**src/rtl/spi_stat_pkg.sv**
```systemverilog
package spi_stat_pkg;
  localparam logic [7:0] OP_WEN  = 8'h06;
  localparam logic [7:0] OP_WDIS = 8'h04;
  localparam logic [7:0] OP_SRWR = 8'h01;
  localparam logic [7:0] OP_AWR  = 8'h02;

  localparam int SB_RDY  = 0;
  localparam int SB_WEL  = 1;
  localparam int SB_BPLO = 2;
  localparam int SB_BPHI = 4;
  localparam int SB_ARM  = 7;

  typedef enum logic [2:0] {
    K_NONE, K_WEN, K_WDIS, K_SRWR, K_AWR, K_OTHER
  } cmd_kind_t;
endpackage

```
**src/rtl/spi_stat_decode.sv**
```systemverilog
module spi_stat_decode
  import spi_stat_pkg::*;
(
  input  logic       valid_i,
  input  logic [7:0] op_i,
  output cmd_kind_t  kind_o
);
  always_comb begin
    kind_o = K_NONE;
    if (valid_i) begin
      unique case (op_i)
        OP_WEN:  kind_o = K_WEN;
        OP_WDIS: kind_o = K_WDIS;
        OP_SRWR: kind_o = K_SRWR;
        OP_AWR:  kind_o = K_AWR;
        default: kind_o = K_OTHER;
      endcase
    end
  end
endmodule

```
**src/rtl/spi_stat_protect.sv**
```systemverilog
module spi_stat_protect #(
  parameter int ADDR_W = 7,
  parameter int PAGE_W = 4
) (
  input  logic [2:0]        bp_i,
  input  logic [ADDR_W-1:0] addr_i,
  output logic              locked_o
);
  localparam int HI_W = ADDR_W - PAGE_W;

  logic top_page, top_quarter, top_half;

  always_comb begin
    top_page    = &addr_i[ADDR_W-1 -: HI_W];
    top_quarter = &addr_i[ADDR_W-1 -: 2];
    top_half    = addr_i[ADDR_W-1];
    unique case (bp_i)
      3'd0:    locked_o = 1'b0;
      3'd1:    locked_o = top_page;
      3'd2:    locked_o = top_quarter;
      default: locked_o = top_half;
    endcase
  end
endmodule

```
**src/rtl/spi_stat_regs.sv**
```systemverilog
module spi_stat_regs (
  input  logic       clk_i,
  input  logic       rst_n_i,
  input  logic       busy_i,
  input  logic       set_wel_i,
  input  logic       clr_wel_i,
  input  logic       start_i,
  input  logic       load_i,
  input  logic [2:0] bp_d_i,
  input  logic       arm_d_i,
  output logic       wel_o,
  output logic [2:0] bp_o,
  output logic       arm_o
);
  logic       wel_q, wel_d;
  logic       pend_q, pend_d;
  logic       busy_q;
  logic [2:0] bp_q;
  logic       arm_q;
  logic       done;

  always_comb begin
    done   = pend_q & busy_q & ~busy_i;
    wel_d  = wel_q;
    pend_d = pend_q;
    if (done) begin
      wel_d  = 1'b0;
      pend_d = 1'b0;
    end
    if (clr_wel_i) wel_d  = 1'b0;
    if (set_wel_i) wel_d  = 1'b1;
    if (start_i)   pend_d = 1'b1;
  end

  always_ff @(posedge clk_i or negedge rst_n_i) begin
    if (!rst_n_i) begin
      wel_q  <= 1'b0;
      pend_q <= 1'b0;
      busy_q <= 1'b0;
    end else begin
      wel_q  <= wel_d;
      pend_q <= pend_d;
      busy_q <= busy_i;
    end
  end

  always_ff @(posedge clk_i or negedge rst_n_i) begin
    if (!rst_n_i) begin
      bp_q  <= 3'd0;
      arm_q <= 1'b0;
    end else if (load_i) begin
      bp_q  <= bp_d_i;
      arm_q <= arm_d_i;
    end
  end

  assign wel_o = wel_q;
  assign bp_o  = bp_q;
  assign arm_o = arm_q;
endmodule

```
**src/rtl/spi_stat_ctl.sv**
```systemverilog
module spi_stat_ctl
  import spi_stat_pkg::*;
#(
  parameter int ADDR_W = 7,
  parameter int PAGE_W = 4
) (
  input  logic              clk_i,
  input  logic              rst_n_i,
  input  logic              cmd_valid_i,
  input  logic [7:0]        cmd_op_i,
  input  logic [ADDR_W-1:0] cmd_addr_i,
  input  logic [7:0]        cmd_data_i,
  input  logic              wp_n_i,
  input  logic              busy_i,
  output logic              arr_permit_o,
  output logic              arr_block_o,
  output logic              sr_permit_o,
  output logic              sr_block_o,
  output logic              cycle_start_o,
  output logic [7:0]        status_o
);
  logic [1:0] rst_sync_q;
  logic       rst_n;

  always_ff @(posedge clk_i or negedge rst_n_i) begin
    if (!rst_n_i) rst_sync_q <= 2'b00;
    else          rst_sync_q <= {rst_sync_q[0], 1'b1};
  end
  assign rst_n = rst_sync_q[1];

  cmd_kind_t  kind;
  logic       locked, wel, arm;
  logic [2:0] bp;
  logic       hw_lock, can_write;
  logic       arr_ok_d, arr_no_d, sr_ok_d, sr_no_d;
  logic       set_wel, clr_wel;

  spi_stat_decode i_dec (
    .valid_i (cmd_valid_i),
    .op_i    (cmd_op_i),
    .kind_o  (kind)
  );

  spi_stat_protect #(.ADDR_W(ADDR_W), .PAGE_W(PAGE_W)) i_prot (
    .bp_i     (bp),
    .addr_i   (cmd_addr_i),
    .locked_o (locked)
  );

  always_comb begin
    hw_lock   = arm & ~wp_n_i;
    can_write = wel & ~busy_i;
    arr_ok_d  = (kind == K_AWR)  & can_write & ~locked;
    arr_no_d  = (kind == K_AWR)  & ~arr_ok_d;
    sr_ok_d   = (kind == K_SRWR) & can_write & ~hw_lock;
    sr_no_d   = (kind == K_SRWR) & ~sr_ok_d;
    set_wel   = (kind == K_WEN)  & ~busy_i;
    clr_wel   = (kind == K_WDIS) & ~busy_i;
  end

  spi_stat_regs i_regs (
    .clk_i     (clk_i),
    .rst_n_i   (rst_n),
    .busy_i    (busy_i),
    .set_wel_i (set_wel),
    .clr_wel_i (clr_wel),
    .start_i   (arr_ok_d | sr_ok_d),
    .load_i    (sr_ok_d),
    .bp_d_i    (cmd_data_i[SB_BPHI:SB_BPLO]),
    .arm_d_i   (cmd_data_i[SB_ARM]),
    .wel_o     (wel),
    .bp_o      (bp),
    .arm_o     (arm)
  );

  always_ff @(posedge clk_i or negedge rst_n) begin
    if (!rst_n) begin
      arr_permit_o  <= 1'b0;
      arr_block_o   <= 1'b0;
      sr_permit_o   <= 1'b0;
      sr_block_o    <= 1'b0;
      cycle_start_o <= 1'b0;
    end else begin
      arr_permit_o  <= arr_ok_d;
      arr_block_o   <= arr_no_d;
      sr_permit_o   <= sr_ok_d;
      sr_block_o    <= sr_no_d;
      cycle_start_o <= arr_ok_d | sr_ok_d;
    end
  end

  always_comb begin
    status_o         = 8'h00;
    status_o[SB_RDY] = busy_i;
    status_o[SB_WEL] = wel;
    status_o[SB_BPHI:SB_BPLO] = bp;
    status_o[SB_ARM] = arm;
  end
endmodule

```
**config.mk**
```make
export PLATFORM = sky130hd
export DESIGN_NAME = spi_stat_ctl
export DESIGN_NICKNAME = d
export VERILOG_FILES = /design/src/rtl/spi_stat_pkg.sv /design/src/rtl/spi_stat_decode.sv /design/src/rtl/spi_stat_protect.sv /design/src/rtl/spi_stat_regs.sv /design/src/rtl/spi_stat_ctl.sv
export SDC_FILE = /design/constraint.sdc
export NUM_CORES = 1
export LEC_CHECK = 0
export BUFFER_PORTS_ARGS = -buffer_cell sky130_fd_sc_hd__buf_2
export CAP_MARGIN = 20
export CORE_MARGIN = 2
export CORE_UTILIZATION = 40
export DETAILED_ROUTE_END_ITERATION = 10
export MAX_ROUTING_LAYER = met4
export PLACE_DENSITY = 0.74
export SLEW_MARGIN = 15
export SYNTH_ARGS = -nofsm -noshare
export SYNTH_HDL_FRONTEND = slang
export SYNTH_HIERARCHICAL = 1
export SYNTH_SLANG_ARGS = --single-unit
```
**constraint.sdc**
```tcl
create_clock -name clk_i -period 0.8 [get_ports clk_i]
set_clock_uncertainty 0.05 [all_clocks]
set_input_delay 0.04 -clock clk_i [delete_from_list [all_inputs] [get_ports clk_i]]
set_output_delay 0.04 -clock clk_i [all_outputs]
set_load 0.02 [all_outputs]
```
==> results.toml <==
[outcome]
status = "finished with violations"
failed_checks = "negative hold slack, negative setup slack"

[detailed_routing]
dr.pass1.iters = 4
drt-total-wl_um = 1830
m1WireLength_um = 635
drc = 0
drt_iter0_markers = 2
via_count = 598
routed_via_density = 5.03
top_layer_used = "met4"
route.met3.wl_um = 79
ant_nets = 0
wl_per_cell_um = 15.4
wl_met2_um = 1060

[global_route]
grt_usage = 0.214
antenna_found_initial = 0
grt-ovfl-total = 0
grt_pass1_wl_um = 2850
grt_pass1_vias = 651
grt_max_degree = 13

[synth]
ys.flop_type = "dfrtp_1"
synth_top_cell_by_area = "dfrtp_1"
synth-warning-count = 6
yosysUniqueCellTypes = 25
synth.avg_cell_area_um2 = 11.8
ys_seq_area_frac = 0.531
syn_area_um2 = 659
synth_area_leaders = "dfrtp_1 (53%), mux2_2 (6.8%), buf_4 (5.7%), nand3b_1 (3.4%), nor2_1 (2.8%)"
yosysTopAreaCellShare = 0.531
async_flop_share = 1.00
ys_ff_latch = 14
synth-edff-count = 0
netlist_instances = 56
synth_common_cells = "dfrtp_1 (14), buf_4 (5), nor2_1 (5)"
synth_most_common_cell = "dfrtp_1"

[timing]
hold_slack_ns = -0.0680
fmax_mhz = 700
period_share = 1.79
fin_crit_ns = 1.43
setup_viol = 21
rsz0062_at_grt = "true"
slew_viol_final = 0
hold_viol_final = 4
setup_slack_ns = -0.629

[place]
gp_congestion = 0.649
numPortBuffers = 30
postPlaceCellArea_um2 = 877
hpwl_um = 1070

[cells_and_area]
syn_to_final_growth_pct = 70.8
nNetsFinal = 132
antenna_cells = 0
final_area_um2 = 1130
utilization = 0.739
fill_cells = 107
drive_above_1_share = 0.612

[min_path]
hold_depth = 2
hold_path.class = "input pin to flip-flop"

[floorplanning]
row_count = 14
dieArea_um2 = 1990
num_io_pins = 41
core_area_um2 = 1520
start_util = 0.433
die_h_um = 44.6
die_w_um = 44.6

[critical_path]
start_kind = "flip-flop"
worstPathCellList = "a31oi_1 -> a21boi_1 -> nor3b_2 -> and3_4 -> o21bai_4 -> a21o_1"
cp_slowest_cell = "dfrtp_2"
crit_type = "flip-flop to flip-flop"
cp.required_ns = 0.98
cp_num_cells = 6
crit_fanout = 3
endpoint_kind = "flip-flop"
rr_worst_depth = 6
worst-path-buf-inv = 0
cp.arrival_ns = 1.61
max_stage_delay_ns = 0.43
cpLargestDelayFamily = "compound AO/OA/AOI/OAI gates"

[power]
combPwrFrac = 0.244
max-vdd-ir-drop_uv = 1350
power_density_nw_per_um2 = 1510
switching_share = 0.256
seqPwrFrac = 0.463
p_leak_uw = 0.000551
p_clk_frac = 0.293
p_int_uw = 1260
power.switching_uw = 434

[clock_tree]
clk_path_buf_depth = 2
h-tree-depth = 1
root_buffer = "clkbuf_4"
clk_pin_slew_ns = 0.08
ctsHoldBuffers = 2
clock-sinks = 14
cts_tree = "yes"
cts_buffers = 3
clk_latency_ns = 0.29

[run]
max-cap-violations = 0
## layout make-up
class	count	area, µm²	share of cell area
Sequential cell	14	352	0.312
Tap cell	16	20.0	0.0178
Timing Repair Buffer	47	369	0.328
Multi-Input combinational cell	37	345	0.307
Inverter	1	3.75	0.00333
Clock buffer	4	36.3	0.0322
## per-layer routing
| layer | vias up | GRT usage |
|---|---|---|
| li1 | 282 | - |
| met1 | 292 | 0.209 |
| met2 | 17 | 0.412 |
| met3 | 7 | 0.0735 |
| met4 | 0 | 0.0182 |
| met5 | - | - |
## per-stage QoR
stage	hold WS, ns	total power [µW]	TNS, ns	setup WS (ns)	cells
2_1_floorplan	-0.306	966	-5.16	-0.649	57
3_3_place_gp	-0.224	1080	-6.71	-0.753	106
4_1_cts	-0.0643	1680	-6.19	-0.598	117
6_report	-0.0680	1700	-6.90	-0.629	119
3_5_place_dp	-0.224	1090	-7.03	-0.802	106
5_1_grt	-0.0641	1760	-7.63	-0.706	119
## cell families (layout without fill, tap and decap cells)
family	count (synthesis)	after routing	synth area share
xor gates and xnor gates	2	2	0.0266
DFF	14	14	0.531
AOI/OAI and AO/OA	8	8	0.0892
other	2	3	0.0114
buffers and inverters	6	52	0.0626
muxes	5	5	0.0835
and+or+nand+nor	19	19	0.195
## state kept, by name (all words and copies together), names as in the netlist
register,cells
sr_block_o,1
i_regs/bp_o,3
i_regs/wel_o,1
rst_sync_q,2
arr_block_o,1
cycle_start_o,1
sr_permit_o,1
i_regs/busy_q,1
i_regs/arm_o,1
i_regs/pend_q,1
arr_permit_o,1
## worst paths after layout
kind	from	end	slack, ns
setup / recovery	i_regs/bp_o[0]	i_regs/pend_q	-0.63
hold / removal	cmd_data_i[3]	i_regs/bp_o[1]	-0.07
setup reg to reg	i_regs/bp_o[0]	i_regs/pend_q	-0.63
hold reg to reg	rst_sync_q[1]	i_regs/bp_o[1]	0.14
max in group asynchronous	rst_sync_q[1]	i_regs/bp_o[0]	0.21
min in group asynchronous	rst_n_i	rst_sync_q[0]	0.01
## repair_timing
item                                    CTS  global route
endpoints found under the setup margin   21            21
resized for setup                        33             5
pin swaps                                 6             4
hold endpoints to repair                  7             4
setup buffers                             8            10
## cell usage in the layout (no fill, tap or decap)
cell type and n:
a21boi_1 1, a21o_1 1, a31o_1 1, a31oi_1 1
and3_4 1, buf_2 18, buf_4 12, buf_6 15
clkbuf_4 3, clkbuf_8 1, conb_1 3, dfrtp_1 13
dfrtp_2 1, dlygate4sd3_1 2, inv_1 1, mux2_4 4
mux2i_1 1, nand2_1 1, nand2_2 1, nand2b_1 2
nand3b_1 3, nor2_1 3, nor2_2 1, nor2_4 1
nor2b_1 1, nor3_4 1, nor3b_2 1, nor4b_1 1
nor4b_4 2, o21a_1 1, o21ai_1 1, o21bai_4 1
o31a_1 1, xnor2_1 2
## power by group through the flow
| stage | clock (µW) | combinational (µW) | sequential (µW) |
|---|---|---|---|
| 6_report | 497 | 413 | 785 |
| 4_1_cts | 496 | 401 | 785 |
| 3_3_place_gp | 0 | 290 | 792 |
| 3_5_place_dp | 0 | 296 | 795 |
| 2_1_floorplan | 0 | 160 | 807 |
| 5_1_grt | 531 | 442 | 790 |
No activity file was read; power rests on OpenSTA's default activity.
